`src/rtl/flash_op_pkg.sv`:
```
// Shared types for the flash operation timer.
// Assumes: one operation at a time; states are encoded in three bits.
package flash_op_pkg;

    typedef enum logic [2:0] {
        OP_IDLE   = 3'd0,
        OP_PROG   = 3'd1,
        OP_WINDOW = 3'd2,
        OP_ERASE  = 3'd3,
        OP_CHIP   = 3'd4,
        OP_SUSP   = 3'd5
    } op_state_e;

    // True in every state where the timer advances.
    function automatic logic is_timed(op_state_e s);
        return (s == OP_PROG) || (s == OP_WINDOW) || (s == OP_ERASE) || (s == OP_CHIP);
    endfunction

    // True in every erase state where status reads invert the erase toggle bit.
    function automatic logic is_erasing(op_state_e s);
        return (s == OP_WINDOW) || (s == OP_ERASE) || (s == OP_CHIP);
    endfunction

endpackage

```
`src/rtl/fop_prescaler.sv`:
```
// Tick prescaler: emits one tick every DIV enabled cycles.
// Assumes: clr_i restarts the phase so that a fresh timer load gets whole ticks;
// the count holds while run_i is low, so a frozen timer keeps its phase.
module fop_prescaler #(
    parameter int DIV = 100
) (
    input  logic clk,
    input  logic rst_n,
    input  logic run_i,
    input  logic clr_i,
    output logic tick_o
);
    localparam int PW = (DIV > 1) ? $clog2(DIV) : 1;
    localparam logic [PW-1:0] LAST = PW'(DIV - 1);

    logic [PW-1:0] phase_q;

    // Phase counter: restart on clear, advance only while the timer runs.
    always_ff @(posedge clk) begin
        if (!rst_n || clr_i) begin
            phase_q <= '0;
        end else if (run_i) begin
            phase_q <= (phase_q == LAST) ? '0 : phase_q + 1'b1;
        end
    end

    assign tick_o = run_i && (phase_q == LAST);

    generate
        if (DIV > 1) begin : g_gap
            // Ticks are never adjacent when the divider exceeds one.
            assert_tick_spacing_R5: assert property (@(posedge clk) disable iff (!rst_n)
                tick_o |=> !tick_o);
        end
    endgenerate

endmodule

```
`src/rtl/fop_countdown.sv`:
```
// Tick-driven countdown: loads a tick count and flags the tick that ends it.
// Assumes: load has priority over a tick in the same cycle; load values are at least 1.
module fop_countdown #(
    parameter int CNT_W = 24
) (
    input  logic             clk,
    input  logic             rst_n,
    input  logic             load_i,
    input  logic [CNT_W-1:0] load_val_i,
    input  logic             tick_i,
    output logic             expire_o,
    output logic [CNT_W-1:0] cnt_o
);
    logic [CNT_W-1:0] cnt_q;

    // Remaining ticks: reload on request, otherwise count down on each tick.
    always_ff @(posedge clk) begin
        if (!rst_n) begin
            cnt_q <= '0;
        end else if (load_i) begin
            cnt_q <= load_val_i;
        end else if (tick_i && (cnt_q != '0)) begin
            cnt_q <= cnt_q - 1'b1;
        end
    end

    assign expire_o = tick_i && (cnt_q == CNT_W'(1));
    assign cnt_o    = cnt_q;

    // The final tick leaves the counter empty unless a new load replaces it.
    assert_expire_empties_R5: assert property (@(posedge clk) disable iff (!rst_n)
        (expire_o && !load_i) |=> (cnt_q == '0));

endmodule

```
`src/rtl/fop_status_gen.sv`:
```
// Polling status generator: builds the status byte and the status/array select.
// Assumes: the state input is the controller's registered state; a read toggles
// bits after the cycle in which the host sampled the byte.
module fop_status_gen
    import flash_op_pkg::*;
(
    input  logic      clk,
    input  logic      rst_n,
    input  op_state_e state_i,
    input  logic      rd_strobe_i,
    input  logic      rd_hit_i,
    input  logic      prog_go_i,
    input  logic      prog_bit7_i,
    input  logic      erase_go_i,
    output logic [7:0] status_o,
    output logic      status_sel_o
);
    logic pol_q;
    logic tgl_q;
    logic ers_tgl_q;
    logic gate;
    logic susp_hit;

    assign susp_hit = (state_i == OP_SUSP) && rd_hit_i;
    assign gate     = (state_i == OP_ERASE) || (state_i == OP_CHIP) || (state_i == OP_SUSP);

    // Data polarity bit: inverse of programmed bit 7, low for erases.
    always_ff @(posedge clk) begin
        if (!rst_n) begin
            pol_q <= 1'b0;
        end else if (prog_go_i) begin
            pol_q <= ~prog_bit7_i;
        end else if (erase_go_i) begin
            pol_q <= 1'b0;
        end
    end

    // Toggle bits: invert on status reads in the states that allow it.
    always_ff @(posedge clk) begin
        if (!rst_n) begin
            tgl_q     <= 1'b0;
            ers_tgl_q <= 1'b0;
        end else if (rd_strobe_i) begin
            if (is_timed(state_i)) tgl_q <= ~tgl_q;
            if (is_erasing(state_i) || susp_hit) ers_tgl_q <= ~ers_tgl_q;
        end
    end

    assign status_o     = {pol_q, tgl_q, 2'b00, gate, ers_tgl_q, 2'b00};
    assign status_sel_o = is_timed(state_i) || susp_hit;

    // A program never moves the erase toggle bit.
    assert_prog_keeps_ers_tgl_R3: assert property (@(posedge clk) disable iff (!rst_n)
        (state_i == OP_PROG) |=> $stable(ers_tgl_q));

    // While suspended the main toggle bit holds.
    assert_susp_holds_tgl_R11: assert property (@(posedge clk) disable iff (!rst_n)
        (state_i == OP_SUSP) |=> $stable(tgl_q));

endmodule

```
`src/rtl/flash_op_timer.sv`:
```
// Flash operation timer: sequences program, chip erase and windowed sector erase
// with suspend/resume, keeps the marked-sector set, and drives the polling status.
// Assumes: command pulses are one cycle wide and already decoded; a tick is
// TICK_DIV clocks; the remaining erase time of a suspend is held in the timer itself.
module flash_op_timer
    import flash_op_pkg::*;
#(
    parameter int NUM_SECTORS  = 8,
    parameter int TICK_DIV     = 100,
    parameter int WINDOW_TICKS = 50,
    parameter int MS_TICKS     = 1000,
    parameter int SECT_EXP     = 9,
    parameter int CHIP_EXP     = 12,
    parameter int PROG_TICKS   = 10,
    localparam int SECT_W      = $clog2(NUM_SECTORS)
) (
    input  logic              clk,
    input  logic              rst_n,
    input  logic              prog_start,
    input  logic              prog_bit7,
    input  logic              chip_start,
    input  logic              sect_add,
    input  logic [SECT_W-1:0] sect_idx,
    input  logic              other_wr,
    input  logic              susp_req,
    input  logic              resume_req,
    input  logic              rd_strobe,
    input  logic [SECT_W-1:0] rd_sect,
    output logic [7:0]        status_o,
    output logic              status_sel_o,
    output logic              busy_o,
    output logic              done_o
);
    localparam int SECT_UNIT  = MS_TICKS * (2 ** SECT_EXP);
    localparam int CHIP_TICKS = MS_TICKS * (2 ** CHIP_EXP);
    localparam int MAX_SECT   = SECT_UNIT * NUM_SECTORS;
    localparam int MAX_A      = (MAX_SECT > CHIP_TICKS) ? MAX_SECT : CHIP_TICKS;
    localparam int MAX_B      = (WINDOW_TICKS > PROG_TICKS) ? WINDOW_TICKS : PROG_TICKS;
    localparam int MAX_T      = (MAX_A > MAX_B) ? MAX_A : MAX_B;
    localparam int CNT_W      = $clog2(MAX_T + 1);
    localparam int NSECT_W    = $clog2(NUM_SECTORS + 1);

    op_state_e          state_q, state_d;
    logic [NUM_SECTORS-1:0] map_q;
    logic [NSECT_W-1:0] nsect_q;
    logic               tmr_load;
    logic [CNT_W-1:0]   tmr_val;
    logic [CNT_W-1:0]   tmr_cnt;
    logic [CNT_W-1:0]   erase_total;
    logic               tick;
    logic               expire;
    logic               mark, wipe, done_d, done_q, prog_go, erase_go;

    assign erase_total = CNT_W'(nsect_q) * CNT_W'(SECT_UNIT);

    fop_prescaler #(.DIV(TICK_DIV)) u_presc (
        .clk   (clk),
        .rst_n (rst_n),
        .run_i (is_timed(state_q)),
        .clr_i (tmr_load),
        .tick_o(tick)
    );

    fop_countdown #(.CNT_W(CNT_W)) u_cdown (
        .clk       (clk),
        .rst_n     (rst_n),
        .load_i    (tmr_load),
        .load_val_i(tmr_val),
        .tick_i    (tick),
        .expire_o  (expire),
        .cnt_o     (tmr_cnt)
    );

    fop_status_gen u_stat (
        .clk         (clk),
        .rst_n       (rst_n),
        .state_i     (state_q),
        .rd_strobe_i (rd_strobe),
        .rd_hit_i    (map_q[rd_sect]),
        .prog_go_i   (prog_go),
        .prog_bit7_i (prog_bit7),
        .erase_go_i  (erase_go),
        .status_o    (status_o),
        .status_sel_o(status_sel_o)
    );

    // Next state, timer loads and set maintenance for each command pulse.
    always_comb begin
        state_d  = state_q;
        tmr_load = 1'b0;
        tmr_val  = '0;
        mark     = 1'b0;
        wipe     = 1'b0;
        done_d   = 1'b0;
        prog_go  = 1'b0;
        erase_go = 1'b0;
        unique case (state_q)
            OP_IDLE: begin
                if (prog_start) begin
                    state_d = OP_PROG; tmr_load = 1'b1; tmr_val = CNT_W'(PROG_TICKS);
                    prog_go = 1'b1;
                end else if (chip_start) begin
                    state_d = OP_CHIP; tmr_load = 1'b1; tmr_val = CNT_W'(CHIP_TICKS);
                    erase_go = 1'b1;
                end else if (sect_add) begin
                    state_d = OP_WINDOW; tmr_load = 1'b1; tmr_val = CNT_W'(WINDOW_TICKS);
                    mark = 1'b1; erase_go = 1'b1;
                end
            end
            OP_PROG, OP_CHIP: begin
                if (expire) begin
                    state_d = OP_IDLE; done_d = 1'b1;
                end
            end
            OP_WINDOW: begin
                if (sect_add) begin
                    tmr_load = 1'b1; tmr_val = CNT_W'(WINDOW_TICKS); mark = 1'b1;
                end else if (susp_req) begin
                    state_d = OP_SUSP; tmr_load = 1'b1; tmr_val = erase_total;
                end else if (other_wr) begin
                    state_d = OP_IDLE; wipe = 1'b1;
                end else if (expire) begin
                    state_d = OP_ERASE; tmr_load = 1'b1; tmr_val = erase_total;
                end
            end
            OP_ERASE: begin
                if (expire) begin
                    state_d = OP_IDLE; done_d = 1'b1; wipe = 1'b1;
                end else if (susp_req) begin
                    state_d = OP_SUSP;
                end
            end
            OP_SUSP: begin
                if (resume_req) state_d = OP_ERASE;
            end
            default: state_d = OP_IDLE;
        endcase
    end

    // Controller state and completion pulse.
    always_ff @(posedge clk) begin
        if (!rst_n) begin
            state_q <= OP_IDLE;
            done_q  <= 1'b0;
        end else begin
            state_q <= state_d;
            done_q  <= done_d;
        end
    end

    // Marked-sector set and its population count.
    always_ff @(posedge clk) begin
        if (!rst_n || wipe) begin
            map_q   <= '0;
            nsect_q <= '0;
        end else if (mark && !map_q[sect_idx]) begin
            map_q[sect_idx] <= 1'b1;
            nsect_q         <= nsect_q + 1'b1;
        end
    end

    assign busy_o = is_timed(state_q);
    assign done_o = done_q;

    assert_done_single_R2: assert property (@(posedge clk) disable iff (!rst_n)
        done_o |=> !done_o);

    assert_window_gate_low_R4: assert property (@(posedge clk) disable iff (!rst_n)
        (state_q == OP_WINDOW) |-> !status_o[3]);

    assert_chip_ignores_R6: assert property (@(posedge clk) disable iff (!rst_n)
        (state_q == OP_CHIP && !expire) |=> (state_q == OP_CHIP));

    assert_susp_frozen_R9: assert property (@(posedge clk) disable iff (!rst_n)
        (state_q == OP_SUSP && !resume_req) |=> $stable(tmr_cnt));

    assert_busy_reads_status_R11: assert property (@(posedge clk) disable iff (!rst_n)
        busy_o |-> status_sel_o);

endmodule

```
`config.mk`:
```
export PLATFORM = sky130hd
export DESIGN_NAME = flash_op_timer
export DESIGN_NICKNAME = d
export VERILOG_FILES = /design/src/rtl/flash_op_pkg.sv /design/src/rtl/fop_prescaler.sv /design/src/rtl/fop_countdown.sv /design/src/rtl/fop_status_gen.sv /design/src/rtl/flash_op_timer.sv
export SDC_FILE = /design/constraint.sdc
export NUM_CORES = 1
export LEC_CHECK = 0
export BUFFER_PORTS_ARGS = -buffer_cell sky130_fd_sc_hd__buf_2
export CORE_ASPECT_RATIO = 0.6
export CORE_MARGIN = 5
export CORE_UTILIZATION = 35
export CTS_BUF_LIST = sky130_fd_sc_hd__clkbuf_2 sky130_fd_sc_hd__clkbuf_4 sky130_fd_sc_hd__clkbuf_8
export DETAILED_ROUTE_END_ITERATION = 7
export GPL_TIMING_DRIVEN = 0
export SYNTH_ARGS = -nofsm -noshare
export SYNTH_HDL_FRONTEND = slang
export SYNTH_HIERARCHICAL = 1
export SYNTH_SLANG_ARGS = --single-unit
```
`constraint.sdc`:
```
create_clock -name clk -period 3.8 [get_ports clk]
set_input_delay 0 -clock clk [delete_from_list [all_inputs] [get_ports clk]]
set_output_delay 0 -clock clk [all_outputs]
set_load 0.005 [all_outputs]
```
* Yosys cells after proc, flatten, opt, wreduce, memory -nomap -nowiden
Index checks and enable logic that the tools add are counted.
** Operators by class
- Add/subtract/negate cells :: 3
- $mul :: 1
- Div/mod/pow operators :: 0
- Magnitude comparators :: 3
- Eq/ne operators :: 13
- Shifts and indexed selects :: 0
- Mux-type cells :: 50
- Bitwise gates (word level) :: 4
- Reduce and logical (&&, ||, !) cells :: 29
** Operators with widths (count)
- 22-bit two-way mux :: 8
- 22-bit one-hot mux with 2 select lines :: 1
- 3-bit two-way mux :: 11
- 22-bit by 1-bit == test with 1-bit output, second input constant :: 1
- 22-bit nonzero test :: 1
- 22-bit by 1-bit subtractor with 22-bit output, second input constant :: 1
- 1-bit two-way mux :: 21
- 3-bit one-hot mux with 5 select lines :: 1
- 1-bit logical OR :: 11
- 4-bit by 7-bit multiplier with 10-bit output, second input constant :: 1
- 3-bit by 4-bit less-than comparator with 1-bit output, second input constant :: 2
- 4-bit inequality test, second input constant :: 2
- 8-bit bitwise OR :: 1
- 7-bit by 1-bit adder with 7-bit output, second input constant :: 1
- 7-bit == test, second input constant :: 1
- 7-bit two-way mux :: 1
- 1-bit binary-select mux with 3-bit select :: 2
- 3-bit by 2-bit == test with 1-bit output, second input constant :: 2
- 3-bit == test, second input constant :: 2
- 1-bit logical AND :: 6
- 6-bit two-way mux :: 1
- 2-bit inequality test, second input constant :: 3
- 1-bit one-hot mux with 2 select lines :: 3
- 2-bit AND reduction :: 3
- other kinds (12) :: 16
** Storage, ports and cells
- Flip-flop bits (word level) :: 48
- Latch bits :: 0
- Memory bits (writable) :: 0
- Memory bits (read-only) :: 0
- Input bits :: 16
- Output and inout port bits :: 11
- Logic and storage cells :: 112
- Memories :: 0

* Logic depth before layout (Yosys ltp)
Gate-level depths: netlist of the first run.
- Depth after elaboration :: 12
- Depth in mapped cells :: 18
- Mapped depth without buffers :: 13

* Hierarchy
The synthesis of the first run kept the hierarchy.
** By module, submodules not included
- flash_op_timer :: instances 1, cells each 187, area an instance 1544.0 µm², seq. area each 320.3 µm²
- fop_countdown :: instances 1, cells each 165, area an instance 1430.1 µm², seq. area each 440.4 µm²
- fop_prescaler :: instances 1, cells each 36, area an instance 342.8 µm², seq. area each 140.1 µm²
- fop_status_gen :: instances 1, cells each 35, area an instance 274.0 µm², seq. area each 60.1 µm²

* Worst setup path after synthesis of the first run
OpenSTA, ideal clock, no wires.
- Path kind :: flip-flop to flip-flop
- Start point :: register state_q[0]
- End point :: register u_cdown.cnt_q[19] (netlist: u_cdown/cnt_o[19])
- Setup time :: 0.074 ns
- Arrival :: 3.290 ns
- Required time :: 3.726 ns
- Path slack :: 0.436 ns
- Cell stages (with the launch flop) :: 18
- Path buffers :: 5
- Clock period less this slack :: 3.364 ns
- Cells stage by stage :: dfxtp_1 > buf_2 > buf_1 > nor2_1 > xnor2_1 > buf_4 > nand4_1 > nor2_1 > clkbuf_8 > nand3_1 > nor2_1 > a21oi_1 > or3_1 > or2_1 > buf_2 > o31ai_1 > o21ai_0 > a31oi_1
** Between the ends
- Cells in the longest elaborated chain, start to end :: 12
- Elaborated cells on any way between the ends :: 23
- Classes of those cells :: eq/ne: 4; mux: 11; reduce/logical: 8
** RTL lines
- start, declared :: RTL line flash_op_timer.sv:43 : op_state_e state_q, state_d;
- start signal, assigned :: RTL line flash_op_timer.sv:146 : state_q <= state_d;
- 3-bit by 1-bit == test with 1-bit output or 3-bit by 2-bit == test with 1-bit output (tied branches)
- 1-bit logical OR (2 in series)
- 1-bit logical OR *
- named net busy_o :: RTL line flash_op_timer.sv:31 : output logic busy_o,
- 1-bit logical AND * :: RTL line fop_prescaler.sv:27 : assign tick_o = run_i && (phase_q == LAST);
- named net tick :: RTL line flash_op_timer.sv:50 : logic tick;
- 1-bit logical AND * :: RTL line fop_countdown.sv:27 : assign expire_o = tick_i && (cnt_q == CNT_W'(1));
- named net expire :: RTL line flash_op_timer.sv:51 : logic expire;
- 22-bit two-way mux * :: RTL line flash_op_timer.sv:122 : end else if (expire) begin
- 22-bit two-way mux * :: RTL line flash_op_timer.sv:120 : end else if (other_wr) begin
- 22-bit two-way mux * :: RTL line flash_op_timer.sv:118 : end else if (susp_req) begin
- 22-bit two-way mux * :: RTL line flash_op_timer.sv:116 : if (sect_add) begin
- 22-bit one-hot mux with 2 select lines * :: RTL line flash_op_timer.sv:97 : unique case (state_q)
- named net tmr_val[19] :: RTL line flash_op_timer.sv:47 : logic [CNT_W-1:0] tmr_val;
- 22-bit two-way mux * :: RTL line fop_countdown.sv:20 : end else if (load_i) begin
- end signal, assigned :: RTL line fop_countdown.sv:21 : cnt_q <= load_val_i;
- end signal, assigned :: RTL line fop_countdown.sv:23 : cnt_q <= cnt_q - 1'b1;
- end, declared :: RTL line fop_countdown.sv:14 : logic [CNT_W-1:0] cnt_q;
Mark *: on every way through the listed nets, which the timed path passes. The rest lies on a longest branch.
A chain may end at the register's enable or synchronous reset.

* Worst setup path in the final report of the first run
- Start point :: register state_q[0]
- End point :: register u_cdown.cnt_q[19] (netlist: u_cdown/cnt_o[19])
** Between the ends
- Cells in the longest elaborated chain, start to end :: 12
- Elaborated cells on any way between the ends :: 23
- Classes of those cells :: eq/ne: 4; mux: 11; reduce/logical: 8
** RTL lines
- 3-bit by 1-bit == test with 1-bit output or 3-bit by 2-bit == test with 1-bit output (tied branches) :: RTL line flash_op_pkg.sv:16 : return (s == OP_PROG) || (s == OP_WINDOW) || (s == OP_ERASE) || (s == OP_CHIP);
- 1-bit logical OR (2 in series) :: RTL line flash_op_pkg.sv:16
- 1-bit logical OR * :: RTL line flash_op_pkg.sv:16
- 1-bit logical AND * :: RTL line fop_prescaler.sv:27
- named net tick :: RTL line flash_op_timer.sv:50
- 1-bit logical AND * :: RTL line fop_countdown.sv:27
- named net expire :: RTL line flash_op_timer.sv:51
- 22-bit two-way mux * :: RTL line flash_op_timer.sv:122
- 22-bit two-way mux * :: RTL line flash_op_timer.sv:120
- 22-bit two-way mux * :: RTL line flash_op_timer.sv:118
- 22-bit two-way mux * :: RTL line flash_op_timer.sv:116
- 22-bit one-hot mux with 2 select lines * :: RTL line flash_op_timer.sv:97
- named net tmr_val[19] :: RTL line flash_op_timer.sv:47
- 22-bit two-way mux * :: RTL line fop_countdown.sv:20
Marked as above.

==> impl_results.md, run 1 <==
* Status: finished clean
* Finished layout cell area at 4050 sq um
* Sequential area share after synthesis at 26.8%
* Synth area leader: dfxtp_1
* Met3 Use GR at 3.78%
* Worst Tran Pin Value at 0.716 ns
* Area of placed instances at 3900 sq um
* Internal at 1.23 mW
* Post-Syn Area per Cell at 8.49 sq um
* Setup TNS at 0 ns
* Dpl hpwl at 7330 microns
* Vias after detailed routing at 3347
* Peak supply drop at 266 uV
* Mapped Area at 3590 sq um
* Site Rows at 28
* CP arrival at 3.75 ns
* Layout cell share with drive strength beyond 1 at 17.6%
* Routed Antenna Nets at 0
* Area contributors post-synth: dfxtp_1 27%, ha_1 5.6%, o21ai_0 4.9%, nor2_1 4.0%, a31oi_1 3.1%
* Layout fillers at 1015
* Most common cell after layout, fill and taps aside: dfxtp_1
* Drt first pass iters at 6
* DR WL/cell at 16.0 microns
* Sink Count at 48
* Fin Hold WS at 0.0585 ns
* Sw frac at 45.4%
* Number of synthesized register bits at 48
* Global route overflow at 0
* Die area at 12500 sq um
* Final Skew at 0.0163 ns
* GR Layer Usage met2 at 21.0%
* Die Ht at 88.5 microns
* Flop pwr share at 33.9%
* PortBufs at 21
* Vias per Instance at 5.57
* Nets at 502
* Power Density at 555 nW/um^2
* I/O pin count at 27
* Yosys top cell area share at 26.8%
* TritonCTS Buffers at 5
* Leakage power at 1.58 nW
* Final period utilization at 92.2%
* TritonCTS clock tree: done
* Top delay family on crit path: simple AND/OR/NAND/NOR gates
* Setup crit end kind: flip-flop
* Clock latency on the worst-skew pair at 0.32 ns
* Main synth FF type: dfxtp_1
* Core Area at 9950 sq um
* Root buf cell: clkbuf_8
* Grt met1 use at 25.4%
* Cell variety after synth at 79
* Setup crit start kind: flip-flop
* Final hold violations at 0
* Highest clock rate at 0.285 GHz
* Die span in x at 141 microns
* Detailed Route Iter0 Violations at 271
* Slowest stage delay, CP at 0.39 ns
* Final core utilization at 40.7%
* Final GP Congestion at 0.874
* Yosys warns at 6
* Psw at 1.02 mW
* Final setup vio count at 0
* Mapped Cells at 423
* Final min period at 3.50 ns
* Starting Density at 36.1%
* Number of global-route vias before repair at 3134
* Synth-to-Final Area Change at 12.7%
* Clk network pwr share at 14.2%
* Total GRT Usage at 15.9%
* Total Wirelength at 9610 microns
* Unrepaired setup endpoints after global routing: false
* Layout Cells excl Fill at 601
* Placed cell count at 589
* DR DRC count at 0
* Commonest non-fill, non-tap cells in the layout: 46 x dfxtp_1, 36 x nor2_1, 35 x o21ai_0, 25 x buf_2, 25 x nand2_1
* Gate power share at 51.9%
* Max-cap violations at 0
* Max FO, Critical Path at 10
* Slowest cell on the critical path: dfxtp_2
* Slew Viols, Final at 0
* Hold/Removal Path Class: in -> reg
* Ant. Diodes at 0
* Req. time, crit path at 4.05 ns
* Max-slew headroom at 51.8%
* H-tree Lvls at 2
* Ys async rst share at 0%
* Crit Path Class: reg -> reg
* Initial antenna violation count at 0
* Crit path top cell by count: clkbuf_4
* Top Usage Layer GRT: met1
* EDFF count, synth at 0
* Critical path cell sequence: clkbuf_4 -> clkbuf_4 -> nor2_1 -> xnor2_1 -> buf_4 -> nand4_1 -> nor2_2 -> clkbuf_8 -> nand3_1 -> nor2_4 -> a21oi_1 -> or3_1 -> or2_1 -> buf_2 -> o31ai_1 -> o21ai_0 -> a31oi_1
* Clock Path Buffers at 2
* CP Buf/Inv Count at 5
* Wire length of the first global-routing pass at 16000 microns
* Clock transition at the registers of the reported paths at 0.10 ns
* Largest net degree at the start of global routing at 18
## worst reg2reg max path, cell delays in order (launching register included)
cell and delay [ns]:
dfxtp_2 0.39, clkbuf_4 0.21, clkbuf_4 0.22, nor2_1 0.08
xnor2_1 0.17, buf_4 0.19, nand4_1 0.15, nor2_2 0.14
clkbuf_8 0.19, nand3_1 0.15, nor2_4 0.15, a21oi_1 0.06
or3_1 0.38, or2_1 0.23, buf_2 0.17, o31ai_1 0.30
o21ai_0 0.11, a31oi_1 0.15
## worst paths after layout
kind / cells past startpoint / slack [ns] / to / startpoint
min: 2 / 0.06 / u_stat/pol_q / rst_n
min reg2reg: 2 / 0.50 / u_stat/tgl_q / u_stat/tgl_q
max: 17 / 0.30 / u_cdown/cnt_o[19] / state_q[0]
max reg2reg: 17 / 0.30 / u_cdown/cnt_o[19] / state_q[0]
## power by group through the flow
stage          sequential [mW]  combinational [mW]  clock (mW)
3_3_place_gp             0.764                1.10           0
4_1_cts                  0.758                1.14       0.333
3_5_place_dp             0.768                1.14           0
6_report                 0.762                1.17       0.320
2_1_floorplan            0.731               0.859           0
5_1_grt                  0.782                1.29       0.352
## cell families after synthesis
| kind of cell | Yosys count | synth area share (%) |
|---|---|---|
| AO/OA/AOI/OAI | 116 | 21.2 |
| XOR/XNOR | 20 | 4.88 |
| adder cells (fa/ha/maj) | 21 | 8.36 |
| buffers and inverters | 45 | 7.46 |
| flip-flops | 48 | 26.8 |
| multiplexers | 11 | 3.83 |
| other | 2 | 0.209 |
| AND/OR/NAND/NOR | 160 | 27.3 |
## synthesized netlist by cell type, types with 9 or more instances
cell,number
buf_4,9
a31oi_1,18
nand3_1,9
o21ai_0,35
nor2_1,38
dfxtp_1,48
nand2_1,25
ha_1,16
xnor2_1,12
nor2b_1,10
a21oi_1,17
nand4_1,10
inv_1,18
## per-stage QoR
step,setup WS [ns],total power [mW]
global route,0.0320,2.43
floorplan,0.436,1.59
CTS,0.0107,2.24
detailed placement,-0.328,1.90
global placement,-0.306,1.86
finish,0.296,2.25
## layout make-up
cell class | instances | area [sq um] | area share (%)
clock inverters | 3 | 18.8 | 0.464
plain buffers | 27 | 210 | 5.19
well taps | 135 | 169 | 4.17
inverters | 18 | 67.6 | 1.67
flip-flops and latches | 48 | 963 | 23.8
multi-input cells | 340 | 2410 | 59.5
repair buffers | 25 | 140 | 3.46
clock buffers | 5 | 68.8 | 1.70
## sequential cells by signal, summed over array words and instances, names as in the netlist
name,cells
u_cdown/cnt_o,22
map_q,8
u_presc/phase_q,7
nsect_q,4
state_q,3
done_o,1
u_stat/ers_tgl_q,1
u_stat/pol_q,1
u_stat/tgl_q,1
## per-layer routing
layer | vias to the layer above | share of wire [%]
met2 | 117 | 39
met3 | 11 | 6.9
li1 | 1631 | -
met1 | 1588 | 53
met5 | - | 0
met4 | 0 | 0.95
## timing repair
item | in CTS | in global routing
setup endpoints to repair | 22 | 22
pin swaps | 0 | 2
setup buffers | 0 | 2
hold endpoints to repair | 3 | 0
hold buffers | 2 | 0
gates resized for setup | 4 | 9
(Power assumes the default switching activity.)
==> inputs of run 2 (changes only) <==
CTS_CLUSTER_DIAMETER = 150   (was unset)
PLACE_DENSITY_LB_ADDON = 0.05   (was unset)
==> run 2 against run 1 <==
  * Clock power up 23%
  * Global-route usage down 0.064 points
  * Routed wire length up 1.5%
  * First-iteration DRC count down 4.4%
==> impl_results.md, run 2 (synthesized netlist as in run 1, its figures left out) <==
* Setup crit start kind: flip-flop
* Worst Tran Pin Value at 0.861 ns (+0.145 ns)
* TritonCTS clock tree: done
* Commonest non-fill, non-tap cells in the layout: 46 x dfxtp_1, 36 x nor2_1, 34 x o21ai_0, 25 x buf_2, 25 x nand2_1
* Slowest stage delay, CP at 0.39 ns (about the same)
* PortBufs at 21 (unchanged)
* Peak supply drop at 184 uV (-31%)
* Final min period at 3.48 ns (-0.0191 ns)
* Total GRT Usage at 15.8% (-0.064 points)
* Site Rows at 28 (unchanged)
* CP arrival at 3.72 ns (-0.03 ns)
* Top delay family on crit path: simple AND/OR/NAND/NOR gates
* Final Skew at 0.0128 ns (-0.00345 ns)
* Slew Viols, Final at 0 (unchanged)
* Placed cell count at 589 (unchanged)
* Final period utilization at 91.7% (-0.50 points)
* Global route overflow at 0 (unchanged)
* Clock transition at the registers of the reported paths at 0.10 ns (about the same)
* Reg2reg end: u_cdown/cnt_o[19]
* GR Layer Usage met2 at 19.9% (-1.1 points)
* Setup crit end kind: flip-flop
* Root buf cell: clkbuf_8
* Hold Crit Start: rst_n
* Ant. Diodes at 0 (unchanged)
* Register area at 963 sq um (unchanged)
* Final hold violations at 0 (unchanged)
* Crit Path Class: reg -> reg
* Starting Density at 36.1% (unchanged)
* DR DRC count at 0 (unchanged)
* Wire length of the first global-routing pass at 15600 microns (-2.4%)
* Req. time, crit path at 4.04 ns (about the same)
* Final GP Congestion at 0.840 (-3.9%)
* Sink Count at 48 (unchanged)
* Status: finished clean
* Die Ht at 88.5 microns (unchanged)
* Multi-input logic area at 2410 sq um (unchanged)
* Met3 Use GR at 3.08% (-0.70 points)
* Drt first pass iters at 5 (-1)
* Largest net degree at the start of global routing at 18 (unchanged)
* Reg2Reg Setup Slack at 0.32 ns (+0.02 ns)
* Initial antenna violation count at 0 (unchanged)
* Slowest cell on the critical path: or3_1
* Critical path cell sequence: clkbuf_4 -> buf_4 -> nor2_1 -> xnor2_1 -> buf_4 -> nand4_1 -> nor2_2 -> clkbuf_8 -> nand3_1 -> nor2_4 -> a21oi_1 -> or3_1 -> or2_1 -> buf_2 -> o31ai_1 -> o21ai_0 -> a31oi_1
* Leakage power at 1.59 nW (+0.54%)
* H-tree Lvls at 2 (unchanged)
* Max reg flops at 22 (unchanged)
* Total Wirelength at 9760 microns (+1.5%)
* Number of global-route vias before repair at 2948 (-5.9%)
* DR WL/cell at 16.3 microns (+1.7%)
* I/O pin count at 27 (unchanged)
* Vias per Instance at 5.33 (-4.3%)
* Hold/Removal Path Class: in -> reg
* Hold Path Sink: u_stat/pol_q
* Nets at 501 (-0.20%)
* Routed Antenna Nets at 0 (unchanged)
* Reg2Reg Depth at 17 (unchanged)
* Top Usage Layer GRT: met1
* Die area at 12500 sq um (unchanged)
* Area of placed instances at 3900 sq um (unchanged)
* Power Density at 572 nW/um^2 (+3.1%)
* Most common cell after layout, fill and taps aside: dfxtp_1
* Core Area at 9950 sq um (unchanged)
* Max-slew headroom at 42.1% (-9.7 points)
* Finished layout cell area at 4070 sq um (+0.43%)
* Clock Path Buffers at 2 (unchanged)
* Dpl hpwl at 7380 microns (+0.62%)
* Max FO, Critical Path at 10 (unchanged)
* RR Startpoint: state_q[0]
* Grt met1 use at 26.5% (+1.1 points)
* Layout fillers at 1031 (+1.6%)
* Highest clock rate at 0.287 GHz (+0.55%)
* Max-cap violations at 0 (unchanged)
* Synth-to-Final Area Change at 13.2%
* Layout Cells excl Fill at 600 (-0.17%)
* CP Buf/Inv Count at 5 (unchanged)
* Crit path top cell by count: buf_4
* Vias after detailed routing at 3199 (-4.4%)
* Final setup vio count at 0 (unchanged)
* Layout cell share with drive strength beyond 1 at 17.6% (+0.038 points)
* Worst hold path depth at 2 (unchanged)
* Clock latency on the worst-skew pair at 0.32 ns (about the same)
* Die span in x at 141 microns (unchanged)
* TritonCTS Buffers at 5 (unchanged)
* Detailed Route Iter0 Violations at 259 (-4.4%)
==> run 2: changes by cell type in the layout (fill, tap and decap cells not counted) <==
cell       previous run  this run
o21ai_1               3         4
clkbuf_2              2         3
bufinv_16             0         1
clkbuf_1              3         2
clkinv_2              2         1
clkinv_4              1         0
o21ai_0              35        34
==> run 2: per-stage QoR <==
stage                     setup TNS, ns  hold slack [ns]  util (%)  power (mW)  setup slack [ns]
final                                 0           0.0600      40.9        2.33             0.315
after global routing           -0.00228           0.0616      40.9        2.50          -0.00228
after CTS                             0           0.0363      40.7        2.33            0.0242
after detailed placement          -8.22            0.317      39.2        1.90            -0.459
after global placement            -9.07            0.305      39.2        1.90            -0.562
after floorplan                       0            0.118         -        1.59             0.436
==> run 2: how the worst max path moves through the flow <==
stage,startpoint,to,cells past startpoint
floorplan,state_q[0],u_cdown/cnt_o[19],17
CTS,state_q[0],u_cdown/cnt_o[20],18
detailed placement,state_q[0],u_cdown/cnt_o[16],17
global placement,state_q[0],u_cdown/cnt_o[20],18
finish,state_q[0],u_cdown/cnt_o[19],17
global route,state_q[0],u_cdown/cnt_o[19],17
==> run 2: final cells by class <==
| class | count | area share [%] |
|---|---|---|
| clock inverter | 2 | 0.862 |
| tap | 135 | 4.16 |
| inverter | 18 | 1.66 |
| multi-input combinational | 340 | 59.3 |
| sequential | 48 | 23.7 |
| buffer | 27 | 5.20 |
| timing repair buffer | 24 | 3.26 |
| clock buffer | 6 | 1.88 |
==> run 2: power by group <==
| part | total [mW] | internal (mW) | leakage (nW) | switching [mW] |
|---|---|---|---|---|
| registers | 0.760 | 0.615 | 0.393 | 0.146 |
| logic | 1.17 | 0.486 | 1.14 | 0.686 |
| clock network | 0.394 | 0.203 | 0.0586 | 0.191 |
| total | 2.33 | 1.30 | 1.59 | 1.02 |
==> run 2: per-layer routing <==
metal | vias to the layer above | share of wire [%]
met5 | - | 0
met4 | 0 | 0.86
met3 | 8 | 4.0
met2 | 59 | 36
met1 | 1502 | 59
li1 | 1630 | -
==> run 2: timing repair <==
action                                  in CTS  in global routing
setup buffers                                0                  1
pin swaps                                    0                  1
resized for setup                            8                  5
hold buffers                                 2                  0
endpoints found under the hold margin        3                  0
endpoints found under the setup margin      27                 21
